<file path="src/rtl/bmask_pkg.sv">
package bmask_pkg;

    // Value driven on a read lane whose output is disabled
    typedef enum logic {
        MASK_ZERO = 1'b0,
        MASK_HIZ  = 1'b1
    } hiz_mode_e;

endpackage

</file>
<file path="src/rtl/bmask_rd_pipe.sv">
// Two-stage per-lane delay of the read mask; stage 2 drives output enable low.
module bmask_rd_pipe #(
    parameter int LANES = 4
) (
    input  logic             clk_i,
    input  logic             rst_ni,
    input  logic             capture_i,
    input  logic [LANES-1:0] mask_i,
    output logic [LANES-1:0] oe_o
);

    typedef struct packed {
        logic [LANES-1:0] stg1;
        logic [LANES-1:0] stg2;
    } pipe_t;

    pipe_t pipe_d, pipe_q;

    always_comb begin
        pipe_d      = pipe_q;
        pipe_d.stg1 = capture_i ? mask_i : '0;
        pipe_d.stg2 = pipe_q.stg1;
    end

    always_ff @(posedge clk_i or negedge rst_ni) begin
        if (!rst_ni) begin
            pipe_q <= '0;
        end else begin
            pipe_q <= pipe_d;
        end
    end

    assign oe_o = ~pipe_q.stg2;

endmodule

</file>
<file path="src/rtl/bmask_rd_drive.sv">
// Per-lane read output gating; zero or high impedance chosen by parameter.
module bmask_rd_drive
    import bmask_pkg::*;
#(
    parameter int        LANES    = 4,
    parameter int        LANE_W   = 8,
    parameter hiz_mode_e HIZ_MODE = MASK_ZERO,
    localparam int       DATA_W   = LANES * LANE_W
) (
    input  logic [DATA_W-1:0] rd_data_i,
    input  logic [LANES-1:0]  oe_i,
    output logic [DATA_W-1:0] rd_data_o,
    output logic [LANES-1:0]  vld_n_o
);

    for (genvar g = 0; g < LANES; g++) begin : g_lane
        if (HIZ_MODE == MASK_HIZ) begin : g_hiz
            assign rd_data_o[g*LANE_W +: LANE_W] =
                oe_i[g] ? rd_data_i[g*LANE_W +: LANE_W] : {LANE_W{1'bz}};
        end else begin : g_zero
            assign rd_data_o[g*LANE_W +: LANE_W] =
                oe_i[g] ? rd_data_i[g*LANE_W +: LANE_W] : '0;
        end
        assign vld_n_o[g] = ~oe_i[g];
    end

endmodule

</file>
<file path="src/rtl/bmask_col_ctr.sv">
// Burst column counter; wraps within an aligned window of BURST_LEN columns.
module bmask_col_ctr #(
    parameter int COL_W     = 9,
    parameter int BURST_LEN = 8
) (
    input  logic             clk_i,
    input  logic             rst_ni,
    input  logic             load_i,
    input  logic [COL_W-1:0] load_col_i,
    input  logic             step_i,
    output logic [COL_W-1:0] col_o
);

    localparam logic [COL_W-1:0] WRAP_MASK = COL_W'(BURST_LEN - 1);

    typedef struct packed {
        logic [COL_W-1:0] col;
    } ctr_t;

    ctr_t ctr_d, ctr_q;
    logic [COL_W-1:0] col_inc;

    always_comb begin
        col_inc = ctr_q.col + COL_W'(1);
        ctr_d   = ctr_q;
        if (load_i) begin
            ctr_d.col = load_col_i;
        end else if (step_i) begin
            ctr_d.col = (ctr_q.col & ~WRAP_MASK) | (col_inc & WRAP_MASK);
        end
    end

    always_ff @(posedge clk_i or negedge rst_ni) begin
        if (!rst_ni) begin
            ctr_q <= '0;
        end else begin
            ctr_q <= ctr_d;
        end
    end

    assign col_o = ctr_q.col;

endmodule

</file>
<file path="src/rtl/bmask_unit.sv">
module bmask_unit
    import bmask_pkg::*;
#(
    parameter int        LANES     = 4,
    parameter int        LANE_W    = 8,
    parameter int        COL_W     = 9,
    parameter int        BURST_LEN = 8,
    parameter hiz_mode_e HIZ_MODE  = MASK_ZERO,
    localparam int       DATA_W    = LANES * LANE_W
) (
    input  logic              clk_i,
    input  logic              rst_ni,
    input  logic              burst_active_i,
    input  logic              burst_wr_i,
    input  logic              burst_start_i,
    input  logic [COL_W-1:0]  start_col_i,
    input  logic [LANES-1:0]  lane_mask_i,
    input  logic [DATA_W-1:0] wr_data_i,
    input  logic [DATA_W-1:0] rd_data_i,
    output logic [DATA_W-1:0] wr_data_o,
    output logic [LANES-1:0]  wr_be_o,
    output logic [DATA_W-1:0] rd_data_o,
    output logic [LANES-1:0]  rd_oe_o,
    output logic [LANES-1:0]  rd_vld_n_o,
    output logic [COL_W-1:0]  col_addr_o
);

    logic wr_cycle;
    logic rd_cycle;

    assign wr_cycle = burst_active_i &  burst_wr_i;
    assign rd_cycle = burst_active_i & ~burst_wr_i;

    // Write side: same-cycle byte-enable suppression, data unchanged
    assign wr_be_o   = {LANES{wr_cycle}} & ~lane_mask_i;
    assign wr_data_o = wr_data_i;

    bmask_rd_pipe #(
        .LANES (LANES)
    ) u_rd_pipe (
        .clk_i     (clk_i),
        .rst_ni    (rst_ni),
        .capture_i (rd_cycle),
        .mask_i    (lane_mask_i),
        .oe_o      (rd_oe_o)
    );

    bmask_rd_drive #(
        .LANES    (LANES),
        .LANE_W   (LANE_W),
        .HIZ_MODE (HIZ_MODE)
    ) u_rd_drive (
        .rd_data_i (rd_data_i),
        .oe_i      (rd_oe_o),
        .rd_data_o (rd_data_o),
        .vld_n_o   (rd_vld_n_o)
    );

    bmask_col_ctr #(
        .COL_W     (COL_W),
        .BURST_LEN (BURST_LEN)
    ) u_col_ctr (
        .clk_i      (clk_i),
        .rst_ni     (rst_ni),
        .load_i     (burst_start_i),
        .load_col_i (start_col_i),
        .step_i     (burst_active_i),
        .col_o      (col_addr_o)
    );

endmodule

</file>
<file path="config.mk">
export PLATFORM = sky130hd
export DESIGN_NAME = bmask_unit
export DESIGN_NICKNAME = d
export VERILOG_FILES = /design/src/rtl/bmask_pkg.sv /design/src/rtl/bmask_rd_pipe.sv /design/src/rtl/bmask_rd_drive.sv /design/src/rtl/bmask_col_ctr.sv /design/src/rtl/bmask_unit.sv
export SDC_FILE = /design/constraint.sdc
export NUM_CORES = 1
export LEC_CHECK = 0
export ABC_AREA = 0
export BUFFER_PORTS_ARGS = -buffer_cell sky130_fd_sc_hd__buf_2
export CORE_ASPECT_RATIO = 1.5
export CORE_MARGIN = 5
export CORE_UTILIZATION = 30
export DETAILED_ROUTE_END_ITERATION = 8
export GPL_TIMING_DRIVEN = 0
export MAX_ROUTING_LAYER = met4
export PLACE_DENSITY_LB_ADDON = 0.2
export SLEW_MARGIN = 20
export SYNTH_ARGS = -nofsm -noshare
export SYNTH_HDL_FRONTEND = slang
export SYNTH_HIERARCHICAL = 1
export SYNTH_SLANG_ARGS = --single-unit
</file>
<file path="constraint.sdc">
create_clock -name clk_i -period 1.6 [get_ports clk_i]
set_input_delay 0.08 -clock clk_i [delete_from_list [all_inputs] [get_ports clk_i]]
set_output_delay 0.08 -clock clk_i [all_outputs]
set_load 0.1 [all_outputs]
</file>
After elaboration in Yosys (flattened, before gate mapping) --
Index checks and enable logic that the tools add are counted.
Word-level totals: flip-flop bits (word level) 17, output and inout port bits 85, word-level logic and storage cells 23, bits of input ports 82
Cells by class: add/subtract/negate cells 1, bitwise logic cells 11, multiplexer cells 7, reduce and logical (&&, ||, !) cells 1
Operators with widths (number):
- $mux W8 | 4
- $mux W9 | 2
- $or A9 B3 Y9 | 1
- $not A4 Y4 | 2
- $not A1 Y1 | 5
- $and A4 B4 Y4 | 1
- $mux W4 | 1
- $add A3 B1 Y3 const B | 1
- $and A1 B1 Y1 | 2
- $reduce_bool A2 Y1 | 1

Depth between registers and ports, before layout --
Gate-level depths: netlist of the first run.
depth after elaboration 4, gate-level depth with buffers 3, gate-level depth less buffers 3

Cells and area by module --
Netlist of the first run, hierarchy kept.
By module, submodules not included:
- bmask_col_ctr | area each 400.4 sq um, seq. area each 225.2 sq um, cells an instance 27, instances 1
- bmask_unit | area each 281.5 sq um, seq. area each 0.0 sq um, cells an instance 37, instances 1
- bmask_rd_pipe | area each 240.2 sq um, seq. area each 200.2 sq um, cells an instance 16, instances 1
- bmask_rd_drive | area each 215.2 sq um, seq. area each 0.0 sq um, cells an instance 36, instances 1

Worst setup path before layout of the first run --
No wires, ideal clock.
path type reg-to-output, from register u_rd_pipe/pipe_q[0] (netlist name), to output rd_data_o[0], arrival time 1.884 ns, setup slack -0.364 ns, stages on the path, launching flop included 3, required time 1.520 ns, path buffers 0, cells stage by stage dfrtp_1 > inv_1 > and2_1
On the way: word-level cells in the longest chain between the ends 2
RTL lines:
- start: declaration | line bmask_rd_pipe.sv:17 | pipe_t pipe_d, pipe_q;
- start signal: assignment | line bmask_rd_pipe.sv:29 | pipe_q <= pipe_d;
- $not A4 Y4 | line bmask_rd_pipe.sv:33 | assign oe_o = ~pipe_q.stg2;
- net rd_oe_o[0] | line bmask_unit.sv:23 | output logic [LANES-1:0] rd_oe_o,
- $mux W8 | line bmask_rd_drive.sv:22 | oe_i[g] ? rd_data_i[g*LANE_W +: LANE_W] : '0;
- end: declaration | line bmask_unit.sv:22 | output logic [DATA_W-1:0] rd_data_o,
The timed path passes the listed nets, and every way through them passes these cells.

Worst setup path in the final report of the first run --
from register u_rd_pipe/pipe_q[0] (netlist name), to output rd_data_o[0]
On the way: word-level cells in the longest chain between the ends 2
RTL lines (line):
- $not A4 Y4 | bmask_rd_pipe.sv:33
- $mux W8 | bmask_rd_drive.sv:22
No other way between the ends.

==> Flow_metrics.wiki, run 1 <==
{| class="wikitable"
! Metric !! Value
|-
| Status || finished, final reports clean
|-
| Pin count of the biggest net entering global routing || 18
|-
| Global-route track usage on met3 || under 10%
|-
| Total power draw || around 0.0021 W
|-
| Synth Area per Inst || between 9 and 10 sq um
|-
| Met1 global-route usage || a little under an eighth
|-
| Routed via count || roughly 1200
|-
| Post-Route Utilization || 54.06%
|-
| Buffer type at the clock tree root || sky130_fd_sc_hd__clkbuf_8
|-
| Overflow left after global routing || 0
|-
| H-tree levels || 1
|-
| Post-cts hold buffer count || 1
|-
| Min Clock Period, post-route || approximately 1.4 ns
|-
| Worst Tran Pin Value || just over 0.5 ns
|-
| Count of synthesis-stage warnings from yosys || 6
|-
| Setup crit start kind || register
|-
| Main combinational cell family by area after synthesis || simple AND/OR/NAND/NOR gates
|-
| Startpoint of the worst register-to-register path || u_col_ctr/col_o[0]
|-
| Row count || 27
|-
| Synthesized-area fraction occupied by and/or/nand/nor cells || a little over a quarter
|-
| Areal power density over the cells || 1079 mW/mm^2
|-
| Resized cells post-CTS || 0
|-
| Number of buffers inserted during clock tree synthesis || 3
|-
| Total GRT Usage || a little over an eighth
|-
| Largest buffer count on any clock path || 2
|-
| CTS tree || yes
|-
| Drt wl/cell || 12.65 um
|-
| Maximum VDD drop || 999.0 uV
|-
| Number of sinks driven by the clock tree || 17
|-
| CP required || 1.52 ns
|-
| Highest net fanout along the worst path || 10
|-
| Rel. slew slack || 66.31%
|-
| Sequential share of the synthesized area || a little under two fifths
|-
| Vias in the first global route || around 1200
|-
| Number of port buffers || about 130
|-
| Area growth syn-to-layout || 75.03%
|-
| Achievable Freq || slightly below 700 MHz
|-
| Mux contribution to synthesized area || approximately 8.5%
|-
| Cells after synthesis || about 120
|-
| Number of setup violations in the final report || 0
|-
| Fraction of layout instances using a drive strength above 1 || 85.88%
|-
| Number of cells on the worst reg-to-reg path || 3
|-
| Overall die area || ~0.005 sq mm
|-
| Yosys reg bits || 17
|-
| Post-synth net total || ~200
|-
| Routability congestion estimate from global placement || between 0.6 and 0.7
|-
| Drt initial violations || 43
|-
| Synth Area in Adders || ~1.1%
|-
| GRT Max-Usage Layer || met2
|-
| Effective utilization at floorplan || a little under a third
|-
| Share of the synthesized area in compound gates (AO/OA/AOI/OAI) || under 10%
|-
| Worst Hold Path EP || u_col_ctr/col_o[0]
|-
| R2R Path End || u_col_ctr/col_o[2]
|-
| Leading cell types in the layout, fill and taps excluded || sky130_fd_sc_hd__buf_2, sky130_fd_sc_hd__buf_4, sky130_fd_sc_hd__and2_2, sky130_fd_sc_hd__dfrtp_1, sky130_fd_sc_hd__clkinvlp_4
|-
| Post-route setup slack || about 0.16 ns
|-
| Endpoint class of the critical path || output port
|-
| Max-slew violation total from the final report || 0
|-
| Type of the setup path with the least slack || register to output port
|-
| Min-Delay Path Depth || 3
|-
| Final Routed Wirelength || roughly 3800 um
|-
| Core box area || roughly 0.0037 sq mm
|-
| Latest clock arrival within the worst-skew pair || around 0.24 ns
|-
| Global-route wire length before repair || roughly 5300 um
|-
| Number of hold violations in the final report || 0
|-
| Post-synthesis xor/xnor area fraction || less than 1%
|-
| Distinct cells, synth || 15
|-
| Count of maximum capacitance violations || 0
|-
| Mean number of vias per cell || between 4 and 5
|-
| Worst setup skew after layout || ~0.00059 ns
|-
| Leading cell type in the layout, fill and taps excluded || sky130_fd_sc_hd__buf_2
|-
| Setup repair after global routing missed its margin || no
|-
| Initial DRT Pass Iterations || 3
|-
| Clock-pin slew on the worst setup and hold paths || around 0.060 ns
|-
| Worst Hold Launch || start_col_i[0]
|-
| Final layout net count || 339
|-
| Setup slack of the worst register-to-register path || between 0.3 and 0.4 ns
|-
| Post-Synthesis Cell Area || about 0.0011 sq mm
|-
| Post-placement worst setup slack || between 0.4 and 0.5 ns
|-
| Hold WC Path Type || input port to register
|-
| # DRC || 0
|-
| I/O pins || 167
|-
| Endpoint arrival time on the critical path || about 1.4 ns
|-
| Met2 global-route usage || 25.79%
|-
| Residual antenna-violating net count after detailed routing || 0
|-
| Antenna diode count || 0
|-
| Number of antenna violations at the first check in global routing || 0
|-
| Static power due to leakage || roughly 1.2 nW
|-
| Number of post-CTS setup repair buffers || 0
|-
| Floorplan die width || 60.28 um
|-
| Fin crit share || between 80 and 90%
|-
| Total negative setup slack || 0 ns
|-
| Die boundary height || roughly 85 um
|}
## registers in the layout, summed over array words and instances (netlist names)
register and count:
u_rd_pipe/pipe_d 4, u_rd_pipe/pipe_q 4, u_col_ctr/col_o 9
## power breakdown
part	internal [W]	total [W]	leakage, nW	switching [W]
combinational	0.000258	0.00137	0.924	0.00111
clock	0.000172	0.000299	0.0255	0.000127
sequential	0.000464	0.000483	0.212	0.0000190
total	0.000894	0.00215	1.16	0.00125
## final cells by class
class | instances | area, sq um
flip-flops and latches | 17 | 427.9
fillers | 360 | 1692
multi-input cells | 58 | 474.2
well taps | 43 | 53.80
inverters | 8 | 60.06
repair buffers | 135 | 680.7
plain buffers | 33 | 247.7
clock buffers | 3 | 41.29
clock inverters | 1 | 5.005
## cell usage after synthesis (all sizes together)
master / instances / area share, %
and2: 36 / 20
buf: 33 / 22
dfrtp: 17 / 37
inv: 8 / 2.6
mux2: 6 / 7.6
and3b: 4 / 3.1
nand2: 3 / 0.99
nor2b: 2 / 1.1
o21ai: 2 / 0.88
a221o: 1 / 0.88
and4bb: 1 / 1.1
ha: 1 / 1.1
mux2i: 1 / 0.88
xnor2: 1 / 0.77
## critical path: stages, from the launching register on
cell,delay [ns]
sky130_fd_sc_hd__dfrtp_1,0.39
sky130_fd_sc_hd__clkinvlp_4,0.15
sky130_fd_sc_hd__and2_2,0.15
sky130_fd_sc_hd__buf_2,0.42
## how the worst max path moves through the flow
stage / startpoint / to / slack, ns / depth (start not counted)
finish: u_rd_pipe/pipe_q[0] / rd_data_o[0] / 0.16 / 3
detailed placement: u_col_ctr/col_o[0] / u_col_ctr/col_o[2] / 0.40 / 3
global placement: u_col_ctr/col_o[0] / u_col_ctr/col_o[2] / 0.39 / 3
floorplan: u_col_ctr/col_o[2] / u_col_ctr/col_o[2] / 0.04 / 2
CTS: u_rd_pipe/pipe_q[0] / rd_data_o[0] / 0.14 / 3
global route: u_rd_pipe/pipe_q[0] / rd_data_o[0] / 0.09 / 3
## through the flow
| stage | hold WS (ns) | cell area [sq um] | instances |
|---|---|---|---|
| detailed placement | 0.01823 | 1934 | 293 |
| finish | 0.04695 | 1991 | 298 |
| CTS | 0.04463 | 1991 | 298 |
| global placement | 0.01608 | 1934 | 293 |
| global route | 0.05155 | 1991 | 298 |
| floorplan | -0.2156 | 1210 | 116 |
## per-layer routing
layer	vias up	part of all wire (%)
li1	606	-
met1	512	31
met2	87	52
met3	6	16
met4	0	1.2
met5	-	0
## logic make-up (layout without fill, tap and decap cells)
family	Yosys count	after routing
compound gates	3	3
xor+xnor	1	1
fa+ha+maj	1	1
buf+inv	41	180
flops	17	17
mux	7	7
simple gates	46	46
Note: power is estimated with default switching activity, not from simulation.
==> run 2: changes to the inputs <==
- PLACE_DENSITY: not set -> 0.9
- PLACE_DENSITY_LB_ADDON: 0.2 -> not set
==> run 2 against run 1 <==
Clock power barely moved. Utilization did not move. Setup slack got worse by 0.021 ns. Non-clock buffer count did not move. Register-to-register slack improved by 0.02 ns. Critical path type unchanged. Critical endpoint is now rd_data_o[19]. Largest cell class unchanged.
==> Flow_metrics.wiki, run 2 (synthesis gave the netlist of run 1 again) <==
{| class="wikitable"
! Metric !! Value
|-
| Status || finished, final reports clean
|-
| Highest net fanout along the worst path || 10
|-
| Core box area || ~0.0037 sq mm
|-
| Routability congestion estimate from global placement || about 0.67
|-
| Endpoint arrival time on the critical path || roughly 1.4 ns
|-
| Clock-pin slew on the worst setup and hold paths || about 0.06 ns
|-
| Total buffers and inverters traversed by the critical path || 2
|-
| Combined area of the multi-input logic cells || between 400 and 500 sq um
|-
| Drt wl/cell || around 13 um
|-
| CTS tree || yes
|-
| Total power draw || about 0.0022 W
|-
| Leading cell types in the layout, fill and taps excluded || sky130_fd_sc_hd__buf_2, sky130_fd_sc_hd__buf_4, sky130_fd_sc_hd__and2_2, sky130_fd_sc_hd__dfrtp_1, sky130_fd_sc_hd__clkinvlp_4
|-
| Number of antenna violations at the first check in global routing || 0
|-
| Endpoint class of the critical path || output port
|-
| Routed via count || approximately 1300
|-
| Number of setup violations in the final report || 0
|-
| Drt initial violations || 21
|-
| Areal power density over the cells || about 1100 mW/mm^2
|-
| Number of buffers inserted during clock tree synthesis || 3
|-
| Worst path max stage delay || ~0.42 ns
|-
| Min Clock Period, post-route || between 1 and 1.5 ns
|-
| Cells along the critical path || clkinvlp_4 > and2_2 > buf_2
|-
| Total negative setup slack || 0 ns
|-
| Static power due to leakage || 1.161 nW
|-
| Global-route wire length before repair || 5540 um
|-
| Overall die area || 0.005148 sq mm
|-
| Latest clock arrival within the worst-skew pair || about 0.24 ns
|-
| Area growth syn-to-layout || 75.03%
|-
| Effective utilization at floorplan || between 30% and 40%
|-
| Mean number of vias per cell || between 4 and 5
|-
| Vias in the first global route || between 1000 and 1500
|-
| Total GRT Usage || between 10% and 20%
|-
| Pin count of the biggest net entering global routing || 18
|-
| Slowest stage cell on the critical path || sky130_fd_sc_hd__buf_2
|-
| Max-slew violation total from the final report || 0
|-
| Number of flip-flops in the largest register || 9
|-
| Post-route insts no fill || roughly 300
|-
| Floorplan die width || between 60 and 70 um
|-
| # DRC || 0
|-
| Overflow left after global routing || 0
|-
| Dominant delay contributor by cell family on the critical path || buffers and inverters
|-
| Worst setup skew after layout || roughly 0.00034 ns
|-
| DP Wirelength || 3411 um
|-
| Fin crit share || around 90%
|-
| Residual antenna-violating net count after detailed routing || 0
|-
| Setup crit start kind || register
|-
| Achievable Freq || just under 700 MHz
|-
| Rel. slew slack || about two thirds
|-
| Fraction of layout instances using a drive strength above 1 || roughly 86%
|-
| Buffer type at the clock tree root || sky130_fd_sc_hd__clkbuf_8
|-
| Initial DRT Pass Iterations || 4
|-
| Storage cell area || 427.9 sq um
|-
| Maximum VDD drop || 763.6 uV
|-
| Number of sinks driven by the clock tree || 17
|-
| Number of fill cells || between 300 and 400
|-
| Final Routed Wirelength || ~3800 um
|-
| Antenna diode count || 0
|-
| Number of port buffers || ~130
|-
| Number of post-CTS setup repair buffers || 0
|-
| Finished Cell Area || between 0.0015 and 0.002 sq mm
|-
| Number of hold violations in the final report || 0
|-
| Die boundary height || 85.41 um
|-
| Row count || 27
|-
| Placed standard-cell area || just under 0.002 sq mm
|-
| H-tree levels || 1
|-
| Worst Tran Pin Value || about 0.5 ns
|-
| Setup repair after global routing missed its margin || no
|-
| Largest buffer count on any clock path || 2
|-
| Count of maximum capacitance violations || 0
|-
| Type of the setup path with the least slack || register to output port
|-
| I/O pins || approximately 170
|-
| Hold WC Path Type || input port to register
|-
| CP required || 1.52 ns
|-
| Post-placement cell count || 293
|-
| Leading cell type in the layout, fill and taps excluded || sky130_fd_sc_hd__buf_2
|-
| Final layout net count || 339
|}
[run 2: cell counts in the layout (fill, tap and decap cells not counted)]
No cell type changed its count.
[run 2: path summary, 6_finish.rpt]
kind / from / cells after the start / slack [ns] / end
setup / recovery: u_rd_pipe/pipe_q[2] / 3 / 0.14 / rd_data_o[19]
hold / removal: start_col_i[1] / 3 / 0.05 / u_col_ctr/col_o[1]
setup reg to reg: u_col_ctr/col_o[0] / 3 / 0.41 / u_col_ctr/col_o[2]
hold reg to reg: u_rd_pipe/pipe_d[0] / 0 / 0.35 / u_rd_pipe/pipe_q[0]
max in group asynchronous: rst_ni / 2 / 1.01 / u_col_ctr/col_o[1]
min in group asynchronous: rst_ni / 2 / 0.30 / u_col_ctr/col_o[2]
[run 2: stage by stage]
step | worst slack (ns) | util (%) | hold slack [ns]
floorplan | 0.03959 | - | -0.2156
global placement | 0.4163 | 52.53 | 0.008905
detailed placement | 0.3926 | 52.53 | 0.02076
CTS | 0.1145 | 54.06 | 0.04279
global route | 0.07670 | 54.06 | 0.06379
finish | 0.1395 | 54.06 | 0.05044
[run 2: power by group]
group          leakage (nW)  internal (W)  switching, W
Combinational         0.924      0.000259       0.00111
Clock                0.0255      0.000172      0.000130
Sequential            0.212      0.000464     0.0000200
[run 2: layout make-up]
class                   count  share of cell area, %
multi-input cells          58                  23.82
well taps                  43                  2.703
inverters                   8                  3.017
clock buffers               3                  2.074
clock inverters             1                 0.2514
repair buffers            135                  34.19
plain buffers              33                  12.45
flip-flops and latches     17                  21.50
[run 2: metal layers]
metal	track usage, %	up-vias	part of all wire [%]
met2	28.35	67	60
met5	-	-	0
met1	12.66	581	29
met3	1.370	2	11
met4	2.419	0	0.21
li1	-	604	-
[run 2: worst min-delay path, cell delays in order]
cell and delay [ns]:
sky130_fd_sc_hd__buf_2 0.08, sky130_fd_sc_hd__nand2_1 0.04, sky130_fd_sc_hd__o21ai_0 0.06
[run 2: what timing repair did]
action                                 4_1_cts  5_1_grt
resized for setup                            0        0
hold buffers                                 1        0
endpoints found under the hold margin       17        0
==> run 3: changes to the inputs <==
- CORE_UTILIZATION: 30 -> 29
- SYNTH_HIERARCHICAL: 1 -> not set
==> run 3 against run 2 <==
Critical path depth shrank 1. Global-route usage rose by 0.88 points. Non-clock buffer count unchanged. Count of clock-buffer cells in the layout up 1. Sequential power is 4.1% higher. Clock skew up 0.0011 ns. Final cell count is 1.0% lower. Largest cell class unchanged. Utilization rose by 3.3 points. Final area is 5.2% higher. Worst hold slack got worse by 0.014 ns. Power rose by 1.6%. Die area decreased by 0.76%. Largest power group unchanged.
==> Flow_metrics.wiki, run 3 <==
{| class="wikitable"
! Metric !! Value
|-
| Effective utilization at floorplan || 29.87%
|-
| Cells after synthesis || ~110
|-
| Clock-pin slew on the worst setup and hold paths || approximately 0.06 ns
|-
| Setup slack of the worst register-to-register path || roughly 0.43 ns
|-
| Min Clock Period, post-route || 1.480 ns
|-
| Post-synth EDFFs || 0
|-
| Number of flip-flops in the largest register || 9
|-
| Floorplan die width || 60.05 um
|-
| Worst Tran Pin Value || between 0.5 and 0.6 ns
|-
| Number of antenna violations at the first check in global routing || 0
|-
| Overall die area || between 0.005 and 0.006 sq mm
|-
| Number of cells on the worst reg-to-reg path || 3
|-
| Number of post-CTS setup repair buffers || 0
|-
| Drt wl/cell || 12.93 um
|-
| Clock network fraction of design power || between 10 and 15%
|-
| Residual antenna-violating net count after detailed routing || 0
|-
| Overflow left after global routing || 0
|-
| Min-Delay Path Depth || 3
|-
| Post-Route Utilization || roughly 57%
|-
| Distinct cells, synth || 15
|-
| Ys flop type || sky130_fd_sc_hd__dfrtp_1
|-
| Die boundary height || about 85 um
|-
| Switching portion of total power || 58.18%
|-
| Vias in the first global route || 1237
|-
| Largest buffer count on any clock path || 2
|-
| Drt initial violations || 11
|-
| CTS tree || yes
|-
| Count of synthesis-stage warnings from yosys || 0
|-
| Fraction of layout instances using a drive strength above 1 || between 80% and 90%
|-
| Post-synth net total || roughly 200
|-
| Setup crit start kind || register
|-
| Post-route insts no fill || just under 300
|-
| Routability congestion estimate from global placement || about 0.68
|-
| Global-route wire length before repair || just under 6000 um
|-
| Resized cells post-CTS || 0
|-
| Switching power || between 0.001 and 0.0015 W
|-
| Static power due to leakage || roughly 1.3 nW
|-
| Status || finished, final reports clean
|-
| Detailed-route wire length on metal 1 || approximately 1200 um
|-
| Type of the setup path with the least slack || register to output port
|-
| Hold WC Path Type || input port to register
|-
| Number of port buffers || 134
|-
| Post-placement worst setup slack || between 0.3 and 0.4 ns
|-
| Endpoint arrival time on the critical path || 1.40 ns
|-
| Sequential share of the synthesized area || between 30 and 40%
|-
| Length of routed met2 wiring || roughly 2200 um
|-
| Sequential cell fraction of total power || approximately 23%
|-
| Final Routed Wirelength || 3814 um
|-
| Worst Hold Launch || start_col_i[1]
|-
| Cells taking the most area after synthesis || sky130_fd_sc_hd__dfrtp_1, sky130_fd_sc_hd__buf_4, sky130_fd_sc_hd__nor2b_1
|-
| Post-placement cell count || 290
|-
| Fin crit share || between 90 and 100%
|-
| Setup repair after global routing missed its margin || no
|-
| Highest signal layer in the routed design || met3
|-
| Areal power density over the cells || approximately 1000 mW/mm^2
|-
| Worst setup skew after layout || about 0.0014 ns
|-
| Core box area || about 0.0036 sq mm
|-
| Cell type contributing the most total cell area after synthesis || sky130_fd_sc_hd__dfrtp_1
|-
| Final layout net count || approximately 340
|-
| Cell Int Power || approximately 0.00091 W
|-
| Total GRT Usage || between 10% and 20%
|-
| H-tree levels || 1
|-
| CP required || approximately 1.5 ns
|-
| Top cells by instance count after synthesis || sky130_fd_sc_hd__buf_4, sky130_fd_sc_hd__nor2b_1, sky130_fd_sc_hd__dfrtp_1
|-
| Mean number of vias per cell || 4.085
|-
| Combinational Power Share || between 60% and 70%
|-
| Count of maximum capacitance violations || 0
|-
| Buffer type at the clock tree root || sky130_fd_sc_hd__clkbuf_8
|-
| Number of buffers inserted during clock tree synthesis || 3
|-
| Latest clock arrival within the worst-skew pair || 0.24 ns
|-
| Synth Area per Inst || a little under 10 sq um
|-
| Pin count of the biggest net entering global routing || 18
|-
| Leading cell type in the layout, fill and taps excluded || sky130_fd_sc_hd__buf_2
|-
| Startpoint of the worst register-to-register path || u_col_ctr.col_o[0]
|-
| Portion of synthesized cell area occupied by the leading cell type || around two fifths
|-
| # DRC || 0
|-
| Number of sinks driven by the clock tree || 17
|-
| Total power draw || between 0.002 and 0.0025 W
|-
| Number of hold violations in the final report || 0
|-
| Post-Synthesis Cell Area || about 0.0011 sq mm
|-
| Leading cell types in the layout, fill and taps excluded || sky130_fd_sc_hd__buf_2, sky130_fd_sc_hd__buf_4, sky130_fd_sc_hd__nor2b_4, sky130_fd_sc_hd__dfrtp_1
|-
| Number of setup violations in the final report || 0
|-
| Post-route setup slack || 0.1197 ns
|-
| Number of fill cells || between 300 and 400
|-
| Routed met3 length || about 490 um
|-
| Achievable Freq || between 600 and 700 MHz
|-
| Routed via count || ~1200
|-
| Antenna diode count || 0
|-
| I/O pins || ~170
|-
| Worst Hold Path EP || u_col_ctr.col_o[1]
|-
| Max-slew violation total from the final report || 0
|-
| Initial DRT Pass Iterations || 3
|-
| Row count || 27
|-
| Highest net fanout along the worst path || 10
|-
| Endpoint class of the critical path || output port
|-
| DP Wirelength || approximately 3400 um
|-
| Async set or reset register ratio after synthesis || 100.0%
|-
| R2R Path End || u_col_ctr.col_o[2]
|-
| Yosys reg bits || 17
|-
| Maximum VDD drop || around 640 uV
|-
| Area growth syn-to-layout || 92.08%
|-
| Rel. slew slack || 66.57%
|}
==> run 3: per-stage QoR <==
stage	area (sq um)	TNS [ns]	hold slack (ns)
after detailed placement	2038	0	0.02470
final	2093	0	0.03653
after global placement	2038	0	0.02041
after floorplan	1314	-0.5611	-0.2156
after CTS	2093	0	0.02925
after global routing	2093	0	0.05607
==> run 3: how the worst max path moves through the flow <==
stage / endpoint / cells past startpoint / slack [ns] / start
floorplan: rd_data_o[0] / 1 / -0.09 / u_rd_pipe.pipe_q[0]
global placement: rd_data_o[20] / 2 / 0.38 / u_rd_pipe.pipe_q[2]
detailed placement: rd_data_o[20] / 2 / 0.37 / u_rd_pipe.pipe_q[2]
CTS: rd_data_o[20] / 2 / 0.09 / u_rd_pipe.pipe_q[2]
global route: rd_data_o[22] / 2 / 0.07 / u_rd_pipe.pipe_q[2]
finish: rd_data_o[20] / 2 / 0.12 / u_rd_pipe.pipe_q[2]
==> run 3: final cells by class <==
class | instances | area, sq um | area share [%]
well taps | 43 | 53.80 | 2.570
multi-input cells | 59 | 611.8 | 29.23
repair buffers | 135 | 680.7 | 32.52
inverters | 4 | 18.77 | 0.8966
flip-flops and latches | 17 | 435.4 | 20.80
clock buffers | 4 | 45.04 | 2.152
plain buffers | 33 | 247.7 | 11.84
==> run 3: cell families after synthesis <==
kind of cell,synth area share [%]
AO/OA/AOI/OAI,1.837
XOR/XNOR,0.8038
flip-flops,39.04
buffers and inverters,24.11
AND/OR/NAND/NOR,25.95
multiplexers,7.118
adder cells (fa/ha/maj),1.148
==> run 3: power groups by stage <==
stage | clock network, W | registers, W | logic [W]
2_1_floorplan | 0 | 0.000723 | 0.000959
3_3_place_gp | 0 | 0.000511 | 0.00137
5_1_grt | 0.000345 | 0.000510 | 0.00142
6_report | 0.000309 | 0.000504 | 0.00137
3_5_place_dp | 0 | 0.000512 | 0.00138
4_1_cts | 0.000329 | 0.000504 | 0.00138
==> run 3: what timing repair did <==
item	in CTS	in global routing
endpoints found under the setup margin	0	0
hold buffers	1	0
endpoints found under the hold margin	17	0
==> run 3: metal layers <==
layer	up-vias	track usage [%]
li1	595	-
met1	540	14.10
met2	70	27.76
met3	0	3.957
met4	0	2.823
met5	-	-
==> run 3: worst max-delay path, cell delays in order (launching register included) <==
cell and delay (ns):
sky130_fd_sc_hd__dfrtp_4 0.59, sky130_fd_sc_hd__nor2b_4 0.13, sky130_fd_sc_hd__buf_2 0.43
